File: config.mk
export PLATFORM = sky130hd
export DESIGN_NAME = pcpwm_timer
export DESIGN_NICKNAME = d
export VERILOG_FILES = /design/src/rtl/pcpwm_pkg.sv /design/src/rtl/pcpwm_sweep_counter.sv /design/src/rtl/pcpwm_compare_unit.sv /design/src/rtl/pcpwm_timer.sv
export SDC_FILE = /design/constraint.sdc
export NUM_CORES = 1
export LEC_CHECK = 0
export CAP_MARGIN = 20
export CORE_UTILIZATION = 48
export DETAILED_ROUTE_END_ITERATION = 16
export GPL_ROUTABILITY_DRIVEN = 0
export PLACE_DENSITY = 0.76
export SLEW_MARGIN = 20
export SYNTH_ARGS = -nofsm -noshare
export SYNTH_HDL_FRONTEND = slang
export SYNTH_SLANG_ARGS = --single-unit
File: constraint.sdc
create_clock -name clk -period 1.9 [get_ports clk]
set_clock_uncertainty 0.05 [all_clocks]
set_input_delay 0.38 -clock clk [delete_from_list [all_inputs] [get_ports clk]]
set_output_delay 0.38 -clock clk [all_outputs]
set_load 0.02 [all_outputs]
File: src/rtl/pcpwm_pkg.sv
package pcpwm_pkg;

    // Output behaviour codes for a compare channel
    typedef enum logic [1:0] {
        CMP_OFF    = 2'd0,
        CMP_TOGGLE = 2'd1,
        CMP_NONINV = 2'd2,
        CMP_INV    = 2'd3
    } cmp_mode_e;

    // Sweep direction of the counter
    typedef enum logic {
        DIR_UP   = 1'b0,
        DIR_DOWN = 1'b1
    } dir_e;

endpackage

File: src/rtl/pcpwm_sweep_counter.sv
module pcpwm_sweep_counter
    import pcpwm_pkg::*;
#(
    parameter int W = 8
) (
    input  logic         clk,
    input  logic         rst_n,
    input  logic         tick_en,
    input  logic         load_en,
    input  logic [W-1:0] load_val,
    input  logic         ovf_clr,
    output logic [W-1:0] cnt,
    output dir_e         dir,
    output logic         step,
    output logic         ovf_flag
);

    localparam logic [W-1:0] TOP = '1;
    localparam logic [W-1:0] BOT = '0;
    localparam logic [W-1:0] ONE = W'(1);

    typedef struct packed {
        logic [W-1:0] cnt;
        dir_e         dir;
        logic         ovf;
    } state_t;

    state_t s_d, s_q;

    always_comb begin
        s_d  = s_q;
        step = tick_en && !load_en;
        if (load_en) begin
            s_d.cnt = load_val;
            if (load_val == TOP)      s_d.dir = DIR_DOWN;
            else if (load_val == BOT) s_d.dir = DIR_UP;
        end else if (tick_en) begin
            if (s_q.cnt == TOP) begin
                s_d.cnt = TOP - ONE;
                s_d.dir = DIR_DOWN;
            end else if (s_q.cnt == BOT) begin
                s_d.cnt = ONE;
                s_d.dir = DIR_UP;
            end else if (s_q.dir == DIR_UP) begin
                s_d.cnt = s_q.cnt + ONE;
            end else begin
                s_d.cnt = s_q.cnt - ONE;
            end
        end
        if (ovf_clr) s_d.ovf = 1'b0;
        if (step && s_q.cnt == ONE && s_q.dir == DIR_DOWN) s_d.ovf = 1'b1;
    end

    always_ff @(posedge clk) begin
        if (!rst_n) s_q <= '{cnt: BOT, dir: DIR_UP, ovf: 1'b0};
        else        s_q <= s_d;
    end

    assign cnt      = s_q.cnt;
    assign dir      = s_q.dir;
    assign ovf_flag = s_q.ovf;

    // a free tick moves the counter by exactly one
    a_r2_single_step: assert property (@(posedge clk) disable iff (!rst_n)
        (tick_en && !load_en) |=> (s_q.cnt == $past(s_q.cnt) + ONE) || (s_q.cnt == $past(s_q.cnt) - ONE));

    // no tick, no load -> counter holds
    a_r3_hold_no_tick: assert property (@(posedge clk) disable iff (!rst_n)
        (!tick_en && !load_en) |=> $stable(s_q.cnt));

    // preset value appears at the next edge
    a_r12_load_value: assert property (@(posedge clk) disable iff (!rst_n)
        load_en |=> (s_q.cnt == $past(load_val)));

    // overflow only rises from a descending step off value 1
    a_r2_ovf_source: assert property (@(posedge clk) disable iff (!rst_n)
        $rose(s_q.ovf) |-> $past(tick_en && !load_en && s_q.cnt == ONE && s_q.dir == DIR_DOWN));

endmodule

File: src/rtl/pcpwm_compare_unit.sv
module pcpwm_compare_unit
    import pcpwm_pkg::*;
#(
    parameter int W          = 8,
    parameter bit HAS_TOGGLE = 1'b1
) (
    input  logic         clk,
    input  logic         rst_n,
    input  logic         step,
    input  logic [W-1:0] cnt,
    input  dir_e         dir,
    input  logic         toggle_en,
    input  logic [1:0]   mode,
    input  logic         buf_wr,
    input  logic [W-1:0] buf_val,
    input  logic         flag_clr,
    output logic         wave,
    output logic         flag
);

    localparam logic [W-1:0] TOP = '1;
    localparam logic [W-1:0] BOT = '0;

    typedef struct packed {
        logic [W-1:0] buf_v;
        logic [W-1:0] act;
        logic         pin;
        logic         flag;
    } state_t;

    state_t    s_d, s_q;
    cmp_mode_e m;
    logic      at_top, at_bot, hit, falling;

    assign m       = cmp_mode_e'(mode);
    assign at_top  = (cnt == TOP);
    assign at_bot  = (cnt == BOT);
    assign hit     = (cnt == s_q.act);
    assign falling = at_top || (dir == DIR_DOWN && !at_bot);

    always_comb begin
        logic lvl;
        s_d = s_q;
        lvl = 1'b0;
        if (buf_wr) s_d.buf_v = buf_val;
        if (step && at_top) s_d.act = s_q.buf_v;
        if (flag_clr) s_d.flag = 1'b0;
        if (step && hit) s_d.flag = 1'b1;
        unique case (m)
            CMP_NONINV, CMP_INV: begin
                if (step && (at_bot || hit)) begin
                    if (at_bot) lvl = (s_q.act != BOT);
                    else        lvl = falling;
                    s_d.pin = lvl ^ (m == CMP_INV);
                end
            end
            CMP_TOGGLE: begin
                if (HAS_TOGGLE && toggle_en) begin
                    if (step && hit) s_d.pin = ~s_q.pin;
                end else begin
                    s_d.pin = 1'b0;
                end
            end
            default: s_d.pin = 1'b0;
        endcase
    end

    always_ff @(posedge clk) begin
        if (!rst_n) s_q <= '{buf_v: BOT, act: BOT, pin: 1'b0, flag: 1'b0};
        else        s_q <= s_d;
    end

    assign wave = s_q.pin;
    assign flag = s_q.flag;

    // active compare value only changes on a tick at the top
    a_r7_act_stable: assert property (@(posedge clk) disable iff (!rst_n)
        !(step && at_top) |=> $stable(s_q.act));

    // a flag rise needs a counted equality
    a_r11_flag_source: assert property (@(posedge clk) disable iff (!rst_n)
        $rose(s_q.flag) |-> $past(step && cnt == s_q.act));

    // disconnected code keeps the pin low
    a_r10_off_low: assert property (@(posedge clk) disable iff (!rst_n)
        (m == CMP_OFF) |=> !s_q.pin);

    // no pin change without a counted step
    a_r12_pin_needs_step: assert property (@(posedge clk) disable iff (!rst_n)
        (!step && m != CMP_OFF && m != CMP_TOGGLE) |=> $stable(s_q.pin));

    generate
        if (!HAS_TOGGLE) begin : g_no_toggle
            // toggle code is disconnected on a channel without toggle
            a_r10_b_code1_low: assert property (@(posedge clk) disable iff (!rst_n)
                (m == CMP_TOGGLE) |=> !s_q.pin);
        end
    endgenerate

endmodule

File: src/rtl/pcpwm_timer.sv
module pcpwm_timer
    import pcpwm_pkg::*;
#(
    parameter int W = 8
) (
    input  logic         clk,
    input  logic         rst_n,
    input  logic         tick_en,
    input  logic         wave_toggle_en,
    input  logic [1:0]   mode_a,
    input  logic [1:0]   mode_b,
    input  logic         cmp_a_wr,
    input  logic [W-1:0] cmp_a_val,
    input  logic         cmp_b_wr,
    input  logic [W-1:0] cmp_b_val,
    input  logic         cnt_load,
    input  logic [W-1:0] cnt_load_val,
    input  logic         ovf_clr,
    input  logic         match_a_clr,
    input  logic         match_b_clr,
    output logic         wave_a,
    output logic         wave_b,
    output logic         ovf_flag,
    output logic         match_a_flag,
    output logic         match_b_flag
);

    localparam int NCH = 2;

    logic [W-1:0]   cnt;
    dir_e           dir;
    logic           step;
    logic [1:0]     ch_mode [NCH];
    logic           ch_wr   [NCH];
    logic [W-1:0]   ch_val  [NCH];
    logic           ch_clr  [NCH];
    logic [NCH-1:0] ch_wave;
    logic [NCH-1:0] ch_flag;

    assign ch_mode[0] = mode_a;      assign ch_mode[1] = mode_b;
    assign ch_wr[0]   = cmp_a_wr;    assign ch_wr[1]   = cmp_b_wr;
    assign ch_val[0]  = cmp_a_val;   assign ch_val[1]  = cmp_b_val;
    assign ch_clr[0]  = match_a_clr; assign ch_clr[1]  = match_b_clr;

    pcpwm_sweep_counter #(.W(W)) i_counter (
        .clk      (clk),
        .rst_n    (rst_n),
        .tick_en  (tick_en),
        .load_en  (cnt_load),
        .load_val (cnt_load_val),
        .ovf_clr  (ovf_clr),
        .cnt      (cnt),
        .dir      (dir),
        .step     (step),
        .ovf_flag (ovf_flag)
    );

    generate
        for (genvar c = 0; c < NCH; c++) begin : g_ch
            pcpwm_compare_unit #(.W(W), .HAS_TOGGLE(c == 0)) i_cmp (
                .clk       (clk),
                .rst_n     (rst_n),
                .step      (step),
                .cnt       (cnt),
                .dir       (dir),
                .toggle_en (wave_toggle_en),
                .mode      (ch_mode[c]),
                .buf_wr    (ch_wr[c]),
                .buf_val   (ch_val[c]),
                .flag_clr  (ch_clr[c]),
                .wave      (ch_wave[c]),
                .flag      (ch_flag[c])
            );
        end
    endgenerate

    assign wave_a       = ch_wave[0];
    assign wave_b       = ch_wave[1];
    assign match_a_flag = ch_flag[0];
    assign match_b_flag = ch_flag[1];

endmodule

Word level (Yosys, flattened, before mapping)
Index checks and enable logic that the tools add are counted.

Output and inout bits: 5. Register bits: 46. Input port bits: 38. Logic and storage cells: 81.

Equality and inequality tests: 13. Bitwise operators: 3. Mux-type cells: 24. Reductions and logical operators: 28. Add/subtract/negate cells: 2.

Operators with widths (count): $mux 9 (3); $mux 1 (18); $eq 8x8->1 (2); $eq 8x8->1 const B (2); $logic_not 8->1 (2); $mux 8 (2); $reduce_bool 8->1 (2); $logic_and 1x1->1 (9); $add 8x1->8 const B (1); $eq 2x2->1 const B (4); $eq 8x1->1 const B (1); $reduce_bool 2->1 (4); $sub 8x1->8 const B (1); $reduce_and 2->1 (2); $reduce_or 2->1 (2); $logic_or 1x1->1 (3); $ne 3x1->1 const B (1); $ne 3x2->1 const B (1); $reduce_and 3->1 (1); $reduce_bool 3->1 (1); $eq 2x1->1 const B (1); $logic_not 1->1 (2); $ne 2x1->1 const B (1); $pmux 1 s2 (1); 2 further kinds (3).

Longest topological paths before layout
Depth after elaboration: 10. Depth in mapped cells: 8. Gate-level depth less buffers: 7.

Hierarchy
Synthesis repeated with hierarchy kept, for this count alone.

Cells, all modules: 276. Area, all modules: 2555.0 um^2.

By module, submodules not included: pcpwm_compare_unit at g_ch[0].i_cmp (instances 1, area each 879.6 um^2, seq. area each 360.3 um^2, cells each 92); pcpwm_compare_unit at g_ch[1].i_cmp (instances 1, area each 868.3 um^2, seq. area each 360.3 um^2, cells each 83); pcpwm_sweep_counter (instances 1, area each 807.0 um^2, seq. area each 200.2 um^2, cells each 101).

Worst setup path after synthesis
Ideal clock, no wire load.

Path kind: register -> register. From: register i_counter.s_q, in the netlist i_counter.cnt[0]. To: register g_ch[0].i_cmp.s_q, in the netlist g_ch[0].i_cmp.wave. Library setup time: 0.116 ns. Stages on the path, launching flop included: 9. Period minus slack after synthesis: 1.848 ns. Slack: 0.052 ns. Data required time: 1.734 ns. Arrival: 1.681 ns. Buffers on the path: 1. Path through: dfxtp_1 -> buf_6 -> inv_1 -> ha_1 -> nor3b_2 -> and2_1 -> o311ai_1 -> mux2i_1 -> o211a_1.

Longest elaborated chain between the ends: 10. Elaborated cells on any way between the ends: 18. Those cells by class: eq/ne (4); mux (5); bitwise (1); reduce/logical (8).

RTL lines: from (decl) (RTL line pcpwm_sweep_counter.sv:28) `state_t s_d, s_q;`; from (signal assigned) (RTL line pcpwm_sweep_counter.sv:55) `if (!rst_n) s_q <= '{cnt: BOT, dir: DIR_UP, ovf: 1'b0};`; $logic_not 8->1 (RTL line pcpwm_compare_unit.sv:37) `assign at_bot = (cnt == BOT);`; $logic_not 1->1 (RTL line pcpwm_compare_unit.sv:39) `assign falling = at_top || (dir == DIR_DOWN && !at_bot);`; $logic_and 1x1->1 (RTL line pcpwm_compare_unit.sv:39); $logic_or 1x1->1 (RTL line pcpwm_compare_unit.sv:39); $mux 1 (RTL line pcpwm_compare_unit.sv:52) `if (at_bot) lvl = (s_q.act != BOT);`; $mux 1 (RTL line pcpwm_compare_unit.sv:51) `if (step && (at_bot || hit)) begin`; $mux 1 (RTL line pcpwm_compare_unit.sv:49) `unique case (m)`; $xor 1x1->1 (RTL line pcpwm_compare_unit.sv:54) `s_d.pin = lvl ^ (m == CMP_INV);`; $mux 1 (RTL line pcpwm_compare_unit.sv:51); $pmux 1 s2 (RTL line pcpwm_compare_unit.sv:49); to (signal assigned) (RTL line pcpwm_compare_unit.sv:69) `if (!rst_n) s_q <= '{buf_v: BOT, act: BOT, pin: 1'b0, flag: 1'b0};`; to (decl) (RTL line pcpwm_compare_unit.sv:31) `state_t s_d, s_q;`.

Several ways; a longest one is shown, not always the timed one. The select of a mux whose other input is x is not followed. A chain may end at the register's enable or synchronous reset.

Worst setup path in the final report
From: register i_counter.s_q, in the netlist i_counter.cnt[2]. To: register g_ch[0].i_cmp.s_q, in the netlist g_ch[0].i_cmp.wave.

Same word-level chain as after synthesis.

==> results.py <==
metrics = {
    "yosys": {
        "synth_seq_cells": 46,
        "async_reset_ff_frac": 0,
        "ys_warn_count": 0,
        "synth_top_area_frac": 0.362,
        "synth_cell_types": 55,
        "synth_ff_type": "dfxtp_1",
        "ys_seq_area_frac": 0.362,
        "syn_avg_cell_area_sq_um": 9.49,
        "synth_edf_count": 0,
        "synth.most_common_cell": "dfxtp_1",
        "synthTopCellsByCount": "dfxtp_1, mux2i_1, nor2b_1",
        "synthCells": 268,
        "synth_area_sq_mm": 0.00254,
        "synth_nets": 309,
        "ys_top_cells_by_area": "dfxtp_1, mux2i_1, nor2b_1",
        "yosysTopAreaCell": "dfxtp_1",
    },
    "clock_tree": {
        "htree_levels": 2,
        "clk_pin_slew_ns": 0.09,
        "worstSkewPairLatency_ns": 0.30,
        "cts_buffers": 5,
        "cts_hold_buf": 0,
        "cts.sinks": 46,
        "tritoncts": "done",
        "clk_path_buf_depth": 2,
        "cts_root_buf": "clkbuf_8",
        "cts_setup_buffers": 0,
    },
    "min_path": {
        "hold_path_class": "reg -> reg",
        "hold_start": "i_counter.ovf_flag",
    },
    "finish": {
        "fin_nets": 375,
        "final_layout_size_suffix_gt1_frac": 0.176,
        "diodes": 0,
        "syn2layout_area_growth_pct": 31.7,
        "final_cell_area_sq_mm": 0.00335,
    },
    "global_route": {
        "met1_usage": 0.284,
        "grt_usage": 0.215,
        "met2_usage": 0.344,
        "overflow": 0,
        "grt_first_pass_wirelength_mm": 9.07,
        "gr-usage-met3": 0.0482,
        "grt_pass1_vias": 2002,
        "grt_max_degree": 34,
        "top_usage_layer": "met2",
        "antenna_found_initial": 0,
    },
    "floorplanning": {
        "die_w_um": 74.8,
        "num_io_pins": 43,
        "start_util": 0.498,
        "die_area_sq_mm": 0.00559,
        "core_area_sq_mm": 0.00511,
        "fp.dieH_um": 74.8,
        "rows": 26,
    },
    "power": {
        "total_power_mw": 2.07,
        "vdd.ir_drop.worst_uv": 389,
        "power.leakage_nw": 1.37,
        "powerDensity_mw_per_mm2": 618,
    },
    "worst_setup_path": {
        "startpoint": "i_counter.cnt[2]",
        "worstPathCellList": "xor2_1 > nor4_1 > nand4_1 > and2_1 > o211a_1",
        "max_stage_delay_ns": 0.52,
        "worstPathMaxFanout": 6,
        "reg2regPathDepth": 5,
        "arrival_ns": 1.95,
        "rrSetupSlack_ns": 0.1,
        "rr_endpoint": "g_ch[0].i_cmp.wave",
        "critPathKind": "reg -> reg",
        "critPathSlowestCell": "dfxtp_1",
        "endpoint_kind": "flop",
        "cp.required_ns": 2.05,
        "r2r-start": "i_counter.cnt[2]",
        "crit_end": "g_ch[0].i_cmp.wave",
        "cp-start-kind": "flop",
    },
    "route": {
        "wl_mm": 5.60,
        "drtIter0Drc": 127,
        "drc": 1,
        "vias": 2158,
        "ant_nets": 0,
        "viasPerCell": 5.33,
        "first_pass_iters": 10,
        "post_drt_wl_per_cell_um": 13.8,
    },
    "timing": {
        "tightest_slew_ns": 0.475,
        "min_period_ns": 1.80,
        "final-hold-violation-count": 0,
        "rsz0062_at_grt": "no",
        "finalSetupViolCount": 0,
        "drv_slew": 0,
        "relSlewSlack": 0.682,
        "finalCritPeriodShare": 0.949,
        "fmax_ghz": 0.555,
        "tns_ns": 0,
    },
    "run_status": {
        "violations": "design-rule violations",
        "status": "finished with violations",
    },
    "place": {
        "dp_hpwl_mm": 4.31,
        "portBuffers": 42,
        "place_area_sq_mm": 0.00324,
    },
    "run": {
        "maxCapViolations": 0,
    },
}
[routing by layer]
layer / vias up / share of wire
li1: 1085 / -
met1: 997 / 0.46
met2: 63 / 0.46
met3: 13 / 0.051
met4: 0 / 0.024
met5: - / 0
[power breakdown]
group / total, mW / internal (mW) / leakage, nW / switching (mW)
Clock: 0.594 / 0.260 / 0.0452 / 0.334
Combinational: 0.421 / 0.249 / 0.945 / 0.173
Sequential: 1.05 / 1.00 / 0.378 / 0.0505
[stage by stage]
stage,std cells,utilization,worst slack [ns],hold WS (ns)
finish,405,0.656,0.0967,0.429
global placement,397,0.634,-0.0938,0.417
global route,405,0.656,0.00274,0.456
detailed placement,397,0.634,-0.119,0.424
CTS,405,0.652,0.0271,0.436
floorplan,268,-,0.0523,0.432
[cells in the final DEF (no fill, tap or decap), types with 4 or more instances in the layout]
cell	count
dfxtp_1	42
clkbuf_8	5
nand2b_1	6
xor2_1	15
buf_4	35
nand4_1	6
o21ai_0	8
nand2_1	8
mux2i_1	35
inv_1	4
nor2_1	9
clkdlybuf4s50_1	42
nor2b_1	35
a21boi_0	4
nor3_1	4
xnor2_1	4
nor4_1	6
a21oi_1	11
[sequential cells by signal, summed over array words and instances, names as in the netlist]
register	flops
g_ch.i_cmp.s_q	32
i_counter.cnt	8
g_ch.i_cmp.flag	2
g_ch.i_cmp.wave	2
i_counter.dir	1
i_counter.ovf_flag	1
[final cells by class]
class                           instances  area (sq um)
Fill cell                             446          1760
Multi-Input combinational cell        198          1510
Clock buffer                            6          72.6
Timing Repair Buffer                   79           723
Tap cell                               70          87.6
Clock inverter                          2          13.8
Inverter                                4          15.0
Sequential cell                        46           928
[worst min-delay path by stage]
| stage | endpoint | cells after the start |
|---|---|---|
| 2_1_floorplan | g_ch[0].i_cmp.s_q[10] | 2 |
| 3_3_place_gp | i_counter.ovf_flag | 2 |
| 3_5_place_dp | i_counter.ovf_flag | 2 |
| 4_1_cts | i_counter.ovf_flag | 2 |
| 5_1_grt | i_counter.ovf_flag | 2 |
| 6_report | i_counter.ovf_flag | 2 |
[kinds of logic (layout without fill, tap and decap cells)]
| group | count (synthesis) | in the layout | share of synthesized area |
|---|---|---|---|
| multiplexers | 35 | 35 | 0.138 |
| buffers and inverters | 24 | 91 | 0.0536 |
| AND/OR/NAND/NOR | 96 | 96 | 0.238 |
| AO/OA/AOI/OAI | 45 | 45 | 0.128 |
| adder cells (fa/ha/maj) | 3 | 3 | 0.0148 |
| flip-flops | 46 | 46 | 0.362 |
| XOR/XNOR | 19 | 19 | 0.0655 |
[repair_timing]
item / in CTS / in global routing
endpoints found under the hold margin: 0 / 0
gates resized for setup: 2 / 6
endpoints found under the setup margin: 2 / 22
gates cloned: 0 / 0
pin swaps: 0 / 1
[critical path: cells and delay by family (launching register included)]
kind                      cells  cell delay (ns)
AOI/OAI and AO/OA             1             0.22
xor gates and xnor gates      1             0.11
DFF                           1             0.52
and+or+nand+nor               3             0.80
Power figures use the tool's default switching activity.
